**config.mk**
```make
export PLATFORM = sky130hd
export DESIGN_NAME = pin_xbar
export DESIGN_NICKNAME = d
export VERILOG_FILES = /design/src/rtl/xbar_pkg.sv /design/src/rtl/xbar_cfg_reg.sv /design/src/rtl/xbar_slot_index.sv /design/src/rtl/xbar_pin_mux.sv /design/src/rtl/xbar_in_route.sv /design/src/rtl/pin_xbar.sv
export SDC_FILE = /design/constraint.sdc
export NUM_CORES = 1
export LEC_CHECK = 0
export CORE_MARGIN = 10
export CORE_UTILIZATION = 26
export DETAILED_ROUTE_END_ITERATION = 16
export DONT_BUFFER_PORTS = 1
export HOLD_SLACK_MARGIN = 0.05
export PLACE_DENSITY = 0.36
export REMOVE_ABC_BUFFERS = 1
export SLEW_MARGIN = 20
export SYNTH_ARGS = -nofsm -noshare
export SYNTH_HDL_FRONTEND = slang
export SYNTH_SLANG_ARGS = --single-unit
```
**constraint.sdc**
```tcl
create_clock -name clk -period 7.6 [get_ports clk]
set_clock_uncertainty 0.05 [all_clocks]
set_input_delay 0.76 -clock clk [delete_from_list [all_inputs] [get_ports clk]]
set_output_delay 0.76 -clock clk [all_outputs]
set_load 0.005 [all_outputs]
```
**src/rtl/xbar_pkg.sv**
```systemverilog
package xbar_pkg;

   // Configuration word; smb_en sits at bit 0.
   typedef struct packed {
      logic [2:0] cap_cnt;
      logic       cclk_en;
      logic       uart_en;
      logic       spi_en;
      logic       smb_en;
   } xbar_cfg_t;

   localparam int CFG_W     = $bits(xbar_cfg_t);
   localparam int CAP_CNT_W = 3;

   // Slot ranks; capture lines follow SLOT_CAP0, counter clock is last.
   localparam int SLOT_SDA   = 0;
   localparam int SLOT_SCL   = 1;
   localparam int SLOT_SCK   = 2;
   localparam int SLOT_MISO  = 3;
   localparam int SLOT_MOSI  = 4;
   localparam int SLOT_NSS   = 5;
   localparam int SLOT_TX    = 6;
   localparam int SLOT_RX    = 7;
   localparam int SLOT_CAP0  = 8;
   localparam int FIXED_SLOTS = 9;

endpackage

```
**src/rtl/xbar_cfg_reg.sv**
```systemverilog
module xbar_cfg_reg
   import xbar_pkg::*;
#(
   parameter int NUM_CAP = 5,
   parameter int NSLOT   = FIXED_SLOTS + NUM_CAP
) (
   input  logic             clk,
   input  logic             rst_n,
   input  logic             wr_en,
   input  xbar_cfg_t        wr_data,
   output xbar_cfg_t        cfg_q,
   output logic [NSLOT-1:0] slot_en
);

   localparam logic [CAP_CNT_W-1:0] CAP_MAX = CAP_CNT_W'(NUM_CAP);

   logic [CAP_CNT_W-1:0] cap_lim;

   always_ff @(posedge clk or negedge rst_n) begin
      if (!rst_n)     cfg_q <= '0;
      else if (wr_en) cfg_q <= wr_data;
   end

   assign cap_lim = (cfg_q.cap_cnt > CAP_MAX) ? CAP_MAX : cfg_q.cap_cnt;

   always_comb begin
      slot_en            = '0;
      slot_en[SLOT_SDA]  = cfg_q.smb_en;
      slot_en[SLOT_SCL]  = cfg_q.smb_en;
      slot_en[SLOT_SCK]  = cfg_q.spi_en;
      slot_en[SLOT_MISO] = cfg_q.spi_en;
      slot_en[SLOT_MOSI] = cfg_q.spi_en;
      slot_en[SLOT_NSS]  = cfg_q.spi_en;
      slot_en[SLOT_TX]   = cfg_q.uart_en;
      slot_en[SLOT_RX]   = cfg_q.uart_en;
      for (int k = 0; k < NUM_CAP; k++)
         slot_en[SLOT_CAP0+k] = (CAP_CNT_W'(k) < cap_lim);
      slot_en[NSLOT-1]   = cfg_q.cclk_en;
   end

endmodule

```
**src/rtl/xbar_slot_index.sv**
```systemverilog
module xbar_slot_index #(
   parameter int NSLOT = 14,
   parameter int IDX_W = 5
) (
   input  logic [NSLOT-1:0]            slot_en,
   output logic [NSLOT-1:0][IDX_W-1:0] slot_idx
);

   // Running count of enabled higher-ranked slots.
   always_comb begin
      logic [IDX_W-1:0] acc;
      acc = '0;
      for (int s = 0; s < NSLOT; s++) begin
         slot_idx[s] = acc;
         acc         = acc + IDX_W'(slot_en[s]);
      end
   end

endmodule

```
**src/rtl/xbar_pin_mux.sv**
```systemverilog
module xbar_pin_mux #(
   parameter int NSLOT = 14,
   parameter int NPINS = 16,
   parameter int IDX_W = 5
) (
   input  logic [NSLOT-1:0]            slot_en,
   input  logic [NSLOT-1:0][IDX_W-1:0] slot_idx,
   input  logic [NSLOT-1:0]            slot_out,
   input  logic [NSLOT-1:0]            slot_oe,
   input  logic [NPINS-1:0]            gpio_latch,
   input  logic [NPINS-1:0]            gpio_dir,
   output logic [NPINS-1:0]            pad_out,
   output logic [NPINS-1:0]            pad_oe
);

   for (genvar p = 0; p < NPINS; p++) begin : g_pin
      logic [NSLOT-1:0] hit;

      always_comb begin
         for (int s = 0; s < NSLOT; s++)
            hit[s] = slot_en[s] && (slot_idx[s] == IDX_W'(p));
      end

      assign pad_out[p] = (|hit) ? |(hit & slot_out) : gpio_latch[p];
      assign pad_oe[p]  = (|hit) ? |(hit & slot_oe)  : gpio_dir[p];
   end

endmodule

```
**src/rtl/xbar_in_route.sv**
```systemverilog
module xbar_in_route #(
   parameter int NSLOT = 14,
   parameter int NPINS = 16,
   parameter int IDX_W = 5,
   parameter int PIN_W = 4
) (
   input  logic [NSLOT-1:0]            slot_en,
   input  logic [NSLOT-1:0][IDX_W-1:0] slot_idx,
   input  logic [NPINS-1:0]            pad_in,
   output logic [NSLOT-1:0]            slot_in
);

   for (genvar s = 0; s < NSLOT; s++) begin : g_slot
      logic placed;
      assign placed     = slot_en[s] && (slot_idx[s] < IDX_W'(NPINS));
      assign slot_in[s] = placed ? pad_in[slot_idx[s][PIN_W-1:0]] : 1'b1;
   end

endmodule

```
**src/rtl/pin_xbar.sv**
```systemverilog
module pin_xbar
   import xbar_pkg::*;
#(
   parameter int  NUM_PORTS = 2,
   parameter int  PORT_W    = 8,
   parameter int  NUM_CAP   = 5,
   localparam int NPINS     = NUM_PORTS * PORT_W,
   localparam int NSLOT     = FIXED_SLOTS + NUM_CAP
) (
   input  logic             clk,
   input  logic             rst_n,
   input  logic             cfg_wr_en,
   input  logic [CFG_W-1:0] cfg_wr_data,
   input  logic [NPINS-1:0] gpio_latch,
   input  logic [NPINS-1:0] gpio_dir,
   input  logic             spi_master,
   input  logic [NSLOT-1:0] sig_out,
   input  logic [NSLOT-1:0] sig_oe,
   output logic [NSLOT-1:0] sig_in,
   input  logic [NPINS-1:0] pad_in,
   output logic [NPINS-1:0] pad_out,
   output logic [NPINS-1:0] pad_oe
);

   localparam int MAX_IDX = (NPINS > NSLOT) ? NPINS : NSLOT;
   localparam int IDX_W   = $clog2(MAX_IDX + 1);
   localparam int PIN_W   = (NPINS > 1) ? $clog2(NPINS) : 1;

   if (NUM_CAP < 1 || NUM_CAP >= (1 << CAP_CNT_W)) begin : g_bad_cap
      $error("pin_xbar: NUM_CAP out of range for the count field");
   end
   if (NUM_PORTS < 1 || PORT_W < 1) begin : g_bad_port
      $error("pin_xbar: port geometry must be non-zero");
   end

   xbar_cfg_t                  cfg_q;
   logic [NSLOT-1:0]           slot_en;
   logic [NSLOT-1:0][IDX_W-1:0] slot_idx;
   logic [NSLOT-1:0]           eff_oe;

   xbar_cfg_reg #(.NUM_CAP(NUM_CAP), .NSLOT(NSLOT)) i_cfg (
      .clk     (clk),
      .rst_n   (rst_n),
      .wr_en   (cfg_wr_en),
      .wr_data (xbar_cfg_t'(cfg_wr_data)),
      .cfg_q   (cfg_q),
      .slot_en (slot_en)
   );

   xbar_slot_index #(.NSLOT(NSLOT), .IDX_W(IDX_W)) i_index (
      .slot_en  (slot_en),
      .slot_idx (slot_idx)
   );

   // Input-only slots never drive their pad.
   always_comb begin
      eff_oe           = sig_oe;
      eff_oe[SLOT_RX]  = 1'b0;
      eff_oe[NSLOT-1]  = 1'b0;
      if (spi_master) eff_oe[SLOT_MISO] = 1'b0;
   end

   xbar_pin_mux #(.NSLOT(NSLOT), .NPINS(NPINS), .IDX_W(IDX_W)) i_mux (
      .slot_en    (slot_en),
      .slot_idx   (slot_idx),
      .slot_out   (sig_out),
      .slot_oe    (eff_oe),
      .gpio_latch (gpio_latch),
      .gpio_dir   (gpio_dir),
      .pad_out    (pad_out),
      .pad_oe     (pad_oe)
   );

   xbar_in_route #(.NSLOT(NSLOT), .NPINS(NPINS), .IDX_W(IDX_W), .PIN_W(PIN_W)) i_route (
      .slot_en  (slot_en),
      .slot_idx (slot_idx),
      .pad_in   (pad_in),
      .slot_in  (sig_in)
   );

endmodule

```
==> impl_metrics.yaml <==
floorplanning:
  die_x_um: 146
  floorplan.initialDensity: 0.263
  die-height_um: 146
  boundaryPins: 133
  core.rowCount: 46
  fp.dieArea_um2: 21400
  core_um2: 15800
logic_synthesis:
  synth.avg_cell_area_um2: 7.79
  post_synth_edffs: 0
  ys_dominant_reg_cell: "sky130_fd_sc_hd__dfrtp_1"
  synthCells: 533
  synthArstFlopShare: 1.00
  ys_warn_count: 0
  synth_seq_area_share: 0.0422
  number_of_distinct_library_cell_variants_in_the_gate_level_netlist_after_synthesis: 76
  yosys_register_bits: 7
  post_synthesis_instance_area_um2: 4150
clock_tree:
  cts-htree-levels: 1
  postCtsHoldBufs: 0
  cts_buffer_depth: 2
  tritoncts: "built"
  reg_clk_slew_reported_paths_ns: 0.03
  clock_tree.root_cell: "sky130_fd_sc_hd__clkbuf_16"
  clock_latency_ns: 0.22
  cts_buffers: 3
  tritoncts_num_sinks: 7
  post_cts_resized: 0
  post-cts-setup-buffers: 0
timing:
  finalCriticalPeriod_ns: 6.98
  setup_violations: 0
  finalSetupTns_ns: 0
  setup_repair_after_global_routing_missed_its_margin: "no"
  slew_viol_final: 0
  timing.slew.headroom: 0.378
  tightest_slew_ns: 0.924
  timing.fmax_ghz: 0.143
  hold_viol_final: 0
  min_period_over_period: 0.918
  hold_slack_ns: 0.179
layout:
  layout.cells.most_common_list: "sky130_fd_sc_hd__nand2_1 (59), sky130_fd_sc_hd__nor2_1 (39), sky130_fd_sc_hd__o21ai_0 (31), sky130_fd_sc_hd__mux4_2 (31), sky130_fd_sc_hd__a221o_1 (24)"
  num_antenna_cells: 0
  largest_register_by_flop_count: "i_cfg.cfg_q"
  final_net_count: 606
  area.growth.synth_to_final_pct: 5.24
  final_instance_count_excl_fillers: 717
  layout-drive-gt1-share: 0.160
  nFillCells: 1804
  layout.cells.most_common: "sky130_fd_sc_hd__nand2_1"
  layout_top_registers: "i_cfg.cfg_q: 7 flops"
  largest_register_ff_count: 7
worst_hold_path:
  min_path_type: "in2async"
setup_path:
  worst-r2r-setup-slack_ns: 6.42
  critical_path.endpoint: "pad_oe[2]"
  worstSetupStartpointType: "flop"
  worst-r2r-cell-count: 2
  critical_path.cell_chain: "inv_1 > ha_1 > or2_2 > ha_1 > clkinv_1 > ha_1 > buf_4 > ha_1 > ha_1 > ha_1 > nand2_1 > o22ai_1 > and4_1 > a211o_1 > mux2_1"
  crit_path_max_fanout: 13
  cp_arrival_ns: 6.17
  critical_path.reg2reg.startpoint: "i_cfg.cfg_q[0]$_DFFE_PN0P_"
  crit_path_frequent_cell: "sky130_fd_sc_hd__ha_1"
  cp_startpoint: "i_cfg.cfg_q[1]$_DFFE_PN0P_"
  timing.critical_path.to_type: "output port"
  critical_path.slowest_cell: "sky130_fd_sc_hd__ha_1"
  max_stage_delay_ns: 0.76
  critPathKind: "reg2out"
  rr_endpoint: "i_cfg.cfg_q[0]$_DFFE_PN0P_"
  required_ns: 6.79
power_and_ir_drop:
  peakVddDrop_v: 0.000227
  pleak_nw: 1.60
  power.density_cell_area_nw_per_um2: 219
  report.power.total_uw: 959
route:
  drc_errors: 0
  dr_total_vias: 4496
  drtPass1Iterations: 5
  drt-vias-per-instance: 6.27
  drt-wirelength-per-cell_um: 27.9
  routed_antenna_nets: 0
  detail_route.wirelength_mm: 20.0
  drt-initial-drc-count: 488
flow_run:
  timing.max_cap.violations: 0
global_routing:
  number_of_global_route_vias_before_repair: 4498
  grt_usage: 0.175
  grt_first_pass_wirelength_mm: 29.8
  grt_overflow_total: 0
  maximum_number_of_pins_on_one_net_before_global_route_repair: 28
  antenna_found_initial: 1
placed_design:
  place.gp.congestion: 0.890
  detailedPlacementHpwl_mm: 16.3
  dpl.cell_count: 713
  numPortBuffers: 0
outcome:
  run_status: "finished, final reports clean"
[critical path, delay by kind of cell (launching register included)]
family / cells / cell delay (ns)
AO/OA/AOI/OAI: 2 / 0.69
adder cells (fa/ha/maj): 6 / 2.68
buffers and inverters: 3 / 0.48
flip-flops: 1 / 0.55
multiplexers: 1 / 0.37
AND/OR/NAND/NOR: 3 / 1.16
[layer usage]
metal  wire, um  global-route usage  up-vias
li1           -                   -     2059
met1       8980               0.246     2213
met2       9120               0.273      212
met3       1740              0.0396       12
met4        148              0.0175        0
met5          0                   0        -
[Yosys cell counts (all sizes together), types with 9 or more instances]
cell    number  share of area
buf         20          0.027
mux2i       12          0.029
mux2         9          0.024
xnor2       12          0.041
ha          17          0.051
and2        13          0.020
o21ai       32          0.039
nand2b      11          0.017
o211ai       9          0.019
a31oi       11          0.018
a21oi       22          0.027
and3        12          0.018
inv         14          0.013
clkbuf      27          0.025
nand4       10          0.015
a221o       24          0.058
nor2        41          0.039
nor3        23          0.028
nand2       59          0.053
mux4        31           0.17
nand3       20          0.025
[per-stage QoR]
stage                     utilization  setup WS, ns  cell area [um2]
after floorplan                     -          1.18             3940
after global placement          0.272         0.963             4290
after detailed placement        0.272         0.868             4290
after CTS                       0.277         0.601             4370
after global routing            0.277         0.244             4370
final                           0.277         0.623             4370
[power breakdown]
part	switching, mW	total, mW	leakage (nW)	internal (mW)
clock	0.0176	0.0871	0.0382	0.0696
combinational	0.506	0.821	1.48	0.315
sequential	0.00942	0.0504	0.0836	0.0409
total	0.533	0.959	1.60	0.426
[final cells by class]
cell class,instances,area (um2),share of cell area
multi-input combinational,463,3700,0.847
tap,216,270,0.0618
sequential,7,175,0.0401
timing repair buffer,11,82.6,0.0189
clock buffer,4,78.8,0.0180
inverter,16,60.1,0.0137
[kinds of logic (layout without fill, tap and decap cells)]
group           Yosys count  count (layout)  synth area share
mux                      52              52             0.221
compound gates          167             167             0.317
buf+inv                  63              31            0.0660
simple gates            213             213             0.256
other cells               1               1          0.000903
flops                     7               7            0.0422
fa+ha+maj                17              17            0.0512
xor+xnor                 13              13            0.0446
[worst min-delay path by stage]
stage	from	to	slack, ns	cells after the start
6_report	rst_n	i_cfg.cfg_q[2]$_DFFE_PN0P_	0.18	0
3_3_place_gp	rst_n	i_cfg.cfg_q[3]$_DFFE_PN0P_	0.41	0
4_1_cts	rst_n	i_cfg.cfg_q[2]$_DFFE_PN0P_	0.17	0
2_1_floorplan	rst_n	i_cfg.cfg_q[0]$_DFFE_PN0P_	0.41	0
3_5_place_dp	rst_n	i_cfg.cfg_q[0]$_DFFE_PN0P_	0.41	0
5_1_grt	rst_n	i_cfg.cfg_q[6]$_DFFE_PN0P_	0.17	0
(Power assumes the default switching activity.)
